<file path="config.mk">
export PLATFORM = sky130hd
export DESIGN_NAME = qspi_len_encoder
export DESIGN_NICKNAME = d
export VERILOG_FILES = /design/src/rtl/qenc_pkg.sv /design/src/rtl/qenc_datapath.sv /design/src/rtl/qenc_control.sv /design/src/rtl/qspi_len_encoder.sv
export SDC_FILE = /design/constraint.sdc
export NUM_CORES = 1
export LEC_CHECK = 0
export ABC_AREA = 1
export BUFFER_PORTS_ARGS = -buffer_cell sky130_fd_sc_hd__buf_4
export CAP_MARGIN = 20
export CORE_MARGIN = 3
export CORE_UTILIZATION = 50
export DETAILED_ROUTE_END_ITERATION = 7
export GPL_ROUTABILITY_DRIVEN = 1
export PLACE_DENSITY = 0.7
export SLEW_MARGIN = 20
export SYNTH_ARGS = -nofsm -noshare
export SYNTH_HDL_FRONTEND = slang
export SYNTH_SLANG_ARGS = --single-unit
export TNS_END_PERCENT = 50
</file>
<file path="constraint.sdc">
create_clock -name clk -period 4.24 [get_ports clk]
set_input_delay 1.06 -clock clk [delete_from_list [all_inputs] [get_ports clk]]
set_output_delay 1.06 -clock clk [all_outputs]
set_load 0.02 [all_outputs]
</file>
<file path="src/rtl/qenc_pkg.sv">
package qenc_pkg;
  localparam int ENT_W   = 18;
  localparam int B_XFER  = 8;
  localparam int B_EXP   = 9;
  localparam int B_MODE  = 10;
  localparam int B_CSLO  = 12;
  localparam int B_BUSLO = 14;
  localparam int B_TX    = 16;
  localparam int B_RX    = 17;
  localparam logic [ENT_W-1:0] SEL_BASE =
    ENT_W'((1 << B_BUSLO) | (1 << B_CSLO) | (1 << B_MODE));
  localparam logic [ENT_W-1:0] CS_ON_ENT  = SEL_BASE | ENT_W'(5);
  localparam logic [ENT_W-1:0] CS_OFF_ENT = ENT_W'((1 << B_BUSLO) | 5);

  typedef struct packed {
    logic load;
    logic step;
    logic selOn;
    logic selOff;
  } ctrl_t;

  typedef enum logic [2:0] {S_IDLE, S_CSON, S_DATA, S_CSOFF, S_FIN} state_t;
endpackage

</file>
<file path="src/rtl/qenc_datapath.sv">
module qenc_datapath
  import qenc_pkg::*;
#(
  parameter int LEN_W  = 21,
  parameter int OP_MAX = 4
) (
  input  logic                clk,
  input  logic                rstN,
  input  ctrl_t               ctrl,
  input  logic                reqWrite,
  input  logic                reqRead,
  input  logic                reqOpcode,
  input  logic [LEN_W-1:0]    reqLen,
  input  logic [OP_MAX*8-1:0] reqOpBytes,
  output logic [ENT_W-1:0]    cmdData,
  output logic                dataLast
);
  localparam int OPI_W = $clog2(OP_MAX + 1);

  logic [LEN_W-1:0]    remLen;
  logic [OPI_W-1:0]    opIdx;
  logic [OP_MAX*8-1:0] opBytes;
  logic                isRead, isOp;

  logic [LEN_W-1:0] cleared;
  logic [7:0]       expPos;
  logic             found;
  logic             isLong;
  logic [8:0]       rounded;
  logic [7:0]       curByte;
  logic [ENT_W-1:0] dataEnt;

  assign isLong  = remLen > LEN_W'(255);
  assign rounded = {1'b0, remLen[7:0]} + 9'd3;
  assign curByte = opBytes[opIdx*8 +: 8];

  always_comb begin
    cleared = remLen;
    expPos  = 8'd0;
    found   = 1'b0;
    for (int i = 8; i < LEN_W; i++) begin
      if (remLen[i] && !found) begin
        found      = 1'b1;
        expPos     = 8'(i);
        cleared[i] = 1'b0;
      end
    end
  end

  always_comb begin
    dataEnt  = SEL_BASE;
    dataLast = 1'b1;
    if (isOp) begin
      dataEnt[B_TX] = 1'b1;
      dataEnt[7:0]  = curByte;
      dataLast      = remLen == LEN_W'(1);
    end else begin
      dataEnt[B_XFER] = 1'b1;
      dataEnt[B_TX]   = !isRead;
      dataEnt[B_RX]   = isRead;
      if (isLong) begin
        dataEnt[B_EXP] = 1'b1;
        dataEnt[7:0]   = expPos;
        dataLast       = cleared == '0;
      end else if (isRead && remLen[7:0] > 8'd252) begin
        dataEnt[B_EXP] = 1'b1;
        dataEnt[7:0]   = 8'd8;
      end else if (isRead) begin
        dataEnt[7:0] = {rounded[7:2], 2'b00};
      end else begin
        dataEnt[7:0] = remLen[7:0];
      end
    end
  end

  assign cmdData = ctrl.selOn ? CS_ON_ENT : (ctrl.selOff ? CS_OFF_ENT : dataEnt);

  always_ff @(posedge clk) begin
    if (!rstN) begin
      remLen  <= '0;
      opIdx   <= '0;
      opBytes <= '0;
      isRead  <= 1'b0;
      isOp    <= 1'b0;
    end else if (ctrl.load) begin
      remLen  <= reqLen;
      opIdx   <= '0;
      opBytes <= reqOpBytes;
      isOp    <= reqOpcode && reqWrite;
      isRead  <= !reqWrite && reqRead;
    end else if (ctrl.step) begin
      if (isOp) begin
        remLen <= remLen - LEN_W'(1);
        opIdx  <= opIdx + OPI_W'(1);
      end else if (isLong) begin
        remLen <= cleared;
      end else begin
        remLen <= '0;
      end
    end
  end
endmodule

</file>
<file path="src/rtl/qenc_control.sv">
module qenc_control
  import qenc_pkg::*;
#(
  parameter int LEN_W  = 21,
  parameter int OP_MAX = 4
) (
  input  logic             clk,
  input  logic             rstN,
  input  logic             reqValid,
  input  logic             reqWrite,
  input  logic             reqRead,
  input  logic             reqOpcode,
  input  logic             reqEnd,
  input  logic [LEN_W-1:0] reqLen,
  input  logic             dataLast,
  input  logic             cmdReady,
  output ctrl_t            ctrl,
  output logic             reqReady,
  output logic             cmdValid,
  output logic             done,
  output logic             errFlag
);
  state_t state, nextState;
  logic   csFree, endReg, hasData;
  logic   accept, badReq, lenNz;

  assign lenNz  = reqLen != '0;
  assign badReq = (lenNz && !reqWrite && !reqRead) ||
                  (reqOpcode && reqWrite && reqLen > LEN_W'(OP_MAX));

  assign reqReady = state == S_IDLE;
  assign accept   = reqValid && reqReady;
  assign cmdValid = (state == S_CSON) || (state == S_DATA) || (state == S_CSOFF);
  assign done     = state == S_FIN;

  assign ctrl.load   = accept && !badReq;
  assign ctrl.step   = (state == S_DATA) && cmdReady;
  assign ctrl.selOn  = state == S_CSON;
  assign ctrl.selOff = state == S_CSOFF;

  always_comb begin
    nextState = state;
    unique case (state)
      S_IDLE:
        if (ctrl.load) begin
          if (csFree)     nextState = S_CSON;
          else if (lenNz) nextState = S_DATA;
          else if (reqEnd) nextState = S_CSOFF;
          else            nextState = S_FIN;
        end
      S_CSON:
        if (cmdReady) begin
          if (hasData)     nextState = S_DATA;
          else if (endReg) nextState = S_CSOFF;
          else             nextState = S_FIN;
        end
      S_DATA:
        if (cmdReady && dataLast) nextState = endReg ? S_CSOFF : S_FIN;
      S_CSOFF:
        if (cmdReady) nextState = S_FIN;
      S_FIN:   nextState = S_IDLE;
      default: nextState = S_IDLE;
    endcase
  end

  always_ff @(posedge clk) begin
    if (!rstN) begin
      state   <= S_IDLE;
      csFree  <= 1'b1;
      endReg  <= 1'b0;
      hasData <= 1'b0;
      errFlag <= 1'b0;
    end else begin
      state   <= nextState;
      errFlag <= accept && badReq;
      if (ctrl.load) begin
        endReg  <= reqEnd;
        hasData <= lenNz;
      end
      if (state == S_CSON && cmdReady)  csFree <= 1'b0;
      if (state == S_CSOFF && cmdReady) csFree <= 1'b1;
    end
  end
endmodule

</file>
<file path="src/rtl/qspi_len_encoder.sv">
module qspi_len_encoder
  import qenc_pkg::*;
#(
  parameter int LEN_W  = 21,
  parameter int OP_MAX = 4
) (
  input  logic                clk,
  input  logic                rstN,
  input  logic                reqValid,
  output logic                reqReady,
  input  logic                reqWrite,
  input  logic                reqRead,
  input  logic                reqOpcode,
  input  logic                reqEnd,
  input  logic [LEN_W-1:0]    reqLen,
  input  logic [OP_MAX*8-1:0] reqOpBytes,
  output logic                cmdValid,
  input  logic                cmdReady,
  output logic [17:0]         cmdData,
  output logic                done,
  output logic                errFlag
);
  ctrl_t ctrl;
  logic  dataLast;

  qenc_control #(.LEN_W(LEN_W), .OP_MAX(OP_MAX)) u_ctrl (
    .clk(clk), .rstN(rstN), .reqValid(reqValid), .reqWrite(reqWrite),
    .reqRead(reqRead), .reqOpcode(reqOpcode), .reqEnd(reqEnd), .reqLen(reqLen),
    .dataLast(dataLast), .cmdReady(cmdReady), .ctrl(ctrl), .reqReady(reqReady),
    .cmdValid(cmdValid), .done(done), .errFlag(errFlag)
  );

  qenc_datapath #(.LEN_W(LEN_W), .OP_MAX(OP_MAX)) u_dp (
    .clk(clk), .rstN(rstN), .ctrl(ctrl), .reqWrite(reqWrite), .reqRead(reqRead),
    .reqOpcode(reqOpcode), .reqLen(reqLen), .reqOpBytes(reqOpBytes),
    .cmdData(cmdData), .dataLast(dataLast)
  );
endmodule

</file>
==> metrics.yaml <==
routing:
  met2WireLength_um: 6150
  wl_met1_um: 6110
  top_layer: "met4"
  avgViaCountPerCell: 5.60
  wl_met3_um: 1180
  drc: 0
  drt-initial-drc-count: 352
  postRouteAntennaNets: 0
  wire_per_inst_um: 16.1
  vias: 4745
  firstDrtPassIters: 5
  totalWireLength_um: 13600
synthesis:
  postSynthCellCount: 677
  yosys.area_share.simple_pct: 32.2
  ys_ff_latch: 65
  synth_xor_area_share_pct: 2.26
  netlist_area_um2: 4270
  synth_top_family_by_area: "simple AND/OR/NAND/NOR gates"
  synth_warnings: 0
  synth.distinct_cells: 44
  synth-adder-area-share_pct: 1.17
  synth.avg_cell_area_um2: 6.31
  synth-edff-count: 0
  synth_mux_area_share_pct: 0
  seq_area_frac_synth_pct: 30.5
  ys.flop_type: "dfxtp_1"
  async_reset_ff_share_pct: 0
  synth_compound_gate_area_share_pct: 23.1
clock_tree:
  cts_hold_buf: 0
  cts_tree: "yes"
  clk_latency_ns: 0.36
  clk_pin_slew_worst_paths_ns: 0.07
  cts_root_buf: "clkbuf_8"
  clk_path_buf_depth: 2
  post_cts_buffers: 0
  clock-sinks: 65
  htreeDepth: 3
  cts_resized: 0
  numCtsBuffers: 9
cells_and_area:
  num_antenna_cells: 0
  regArea_um2: 1300
  nets: 803
  final_cells: 848
  postLayoutCoreUtil_pct: 60.9
  drive_above_1_share_pct: 16.3
  nFillCells: 858
  multi_input_area_um2: 2520
  area_growth_pct: 17.8
sta:
  worst_slew_pin_slew_ns: 0.903
  hold_viol: 0
  rsz0062_at_grt: "no"
  slew_violations: 0
  setup-tns-final_ns: 0
  clock_skew_ns: 0.0170
  finalWorstSetupSlack_ns: 0.536
  fin_crit_sh_pct: 87.3
  final-setup-viol-count: 0
  period_minus_slack_ns: 3.70
  worst_hold_slack_ns: 0.459
  slew_headroom_pct: 39.2
  max_freq_mhz: 270
critical_path:
  required_ns: 3.18
  criticalPathCategory: "flip-flop to output port"
  crit_arrival_ns: 2.64
  worstPathMaxFanout: 9
  cp-end-kind: "output port"
  start_kind: "flip-flop"
die:
  core_um2: 8260
  initial_core_util_pct: 51.7
  die-width_um: 98.4
  rows: 33
  ios: 83
  die-area_um2: 9680
  dieHeight_um: 98.4
global_route:
  grt_pass1_wl_um: 22000
  globalRouteOverflowTotal: 0
  grtUsageTotal_pct: 28.4
  grt_max_degree: 44
  grt_pass1_vias: 4380
  antenna_found_initial: 0
placed_design:
  gp_congestion: 1.00
  place_hpwl_um: 10300
  pre_cts_slack_ns: 0.560
  port_buffers: 78
  placed_cells: 832
power_and_ir_drop:
  max-vdd-ir-drop_mv: 0.278
  powerDensity_nw_per_um2: 602
  leakage_nw: 2.17
job:
  cap_violations: 0
outcome:
  status: "completed"
min_path:
  hold_class: "flip-flop to flip-flop"
critical path, cell delays in order, from the launching register on:
cell	delay, ns
dfxtp_1	0.46
clkinv_1	0.30
ha_1	0.40
nor4_1	0.29
inv_1	0.10
nand2_1	0.13
a211oi_1	0.07
a221oi_1	0.33
buf_4	0.22
per-layer routing:
layer / vias up / GRT usage (%)
met2: 225 / 44.4
met4: 0 / 7.98
li1: 2360 / -
met1: 2142 / 40.2
met3: 18 / 4.79
met5: - / 0
path summary, 6_finish.rpt:
path | start | endpoint | slack [ns] | depth (start not counted)
max | u_dp.remLen[0] | cmdData[3] | 0.54 | 8
min | u_dp.opBytes[15] | u_dp.opBytes[15] | 0.46 | 2
max reg2reg | u_dp.remLen[0] | u_dp.remLen[18] | 1.82 | 10
min reg2reg | u_dp.opBytes[15] | u_dp.opBytes[15] | 0.46 | 2
report_power, final:
group | total, mW | switching [mW] | internal (mW) | leakage [nW]
clock network | 0.552 | 0.276 | 0.276 | 0.100
logic | 1.66 | 1.11 | 0.548 | 1.54
registers | 0.822 | 0.103 | 0.720 | 0.531
total | 3.03 | 1.49 | 1.54 | 2.17
registers in the layout (all words and copies together) (netlist names):
| name | cells |
|---|---|
| u_dp.opBytes | 32 |
| u_dp.opIdx | 3 |
| u_ctrl.endReg | 1 |
| u_dp.isOp | 1 |
| u_ctrl.hasData | 1 |
| u_dp.isRead | 1 |
| u_ctrl.csFree | 1 |
| u_dp.remLen | 21 |
| u_ctrl.errFlag | 1 |
| u_ctrl.state | 3 |
through the flow:
step / power (mW) / instance area [µm²]
after floorplan: 1.96 / 4280
after global placement: 2.45 / 4830
after detailed placement: 2.46 / 4830
after CTS: 3.01 / 5030
after global routing: 3.24 / 5030
final: 3.03 / 5030
area by class of cell:
| class | count | share of cell area [%] |
|---|---|---|
| Timing Repair Buffer | 83 | 12.4 |
| Clock buffer | 9 | 2.46 |
| Inverter | 67 | 5.00 |
| Sequential cell | 65 | 25.9 |
| Clock inverter | 7 | 1.54 |
| Tap cell | 105 | 2.61 |
| Multi-Input combinational cell | 512 | 50.1 |
synthesized netlist by cell type, drive strengths merged, types with 2 or more instances:
cell	count	area, µm²
a211oi	7	52.6
clkbuf	16	60.1
a21oi	73	365
nand4	10	68.8
conb	2	7.51
o211ai	10	85.1
nand3b	2	27.5
nor3	11	70.1
dfxtp	65	1300
xor2	10	87.6
and3	2	12.5
a31oi	11	68.8
nor2	82	335
o22ai	7	43.8
inv	64	240
nor4	3	18.8
buf	19	141
ha	4	50.1
clkinv	3	11.3
or2	5	31.3
nand3	27	145
nand2	173	659
o21ai	63	315
cell usage in the layout, fill, tap and decap left out, types with 4 or more instances in the layout:
cell / netlist / final
inv_1: 61 / 61
o21ai_0: 49 / 49
buf_4: 6 / 83
o22ai_1: 7 / 7
nand2_1: 169 / 169
nand3_1: 25 / 25
nand4_1: 9 / 9
nor2_1: 77 / 77
a211oi_1: 7 / 7
clkbuf_8: 0 / 9
nor3_1: 8 / 8
o21ai_1: 14 / 14
dfxtp_1: 65 / 65
o211ai_1: 8 / 8
a31oi_1: 11 / 11
a21oi_1: 73 / 73
xor2_1: 10 / 10
nand2_2: 4 / 4
conb_1: 2 / 4
ha_1: 4 / 4
cells by family after synthesis:
logic type | count (synthesis)
adder cells (fa/ha/maj) | 4
other | 2
AND/OR/NAND/NOR | 316
flip-flops | 65
AO/OA/AOI/OAI | 177
XOR/XNOR | 11
buffers and inverters | 102
(Power assumes the default switching activity.)
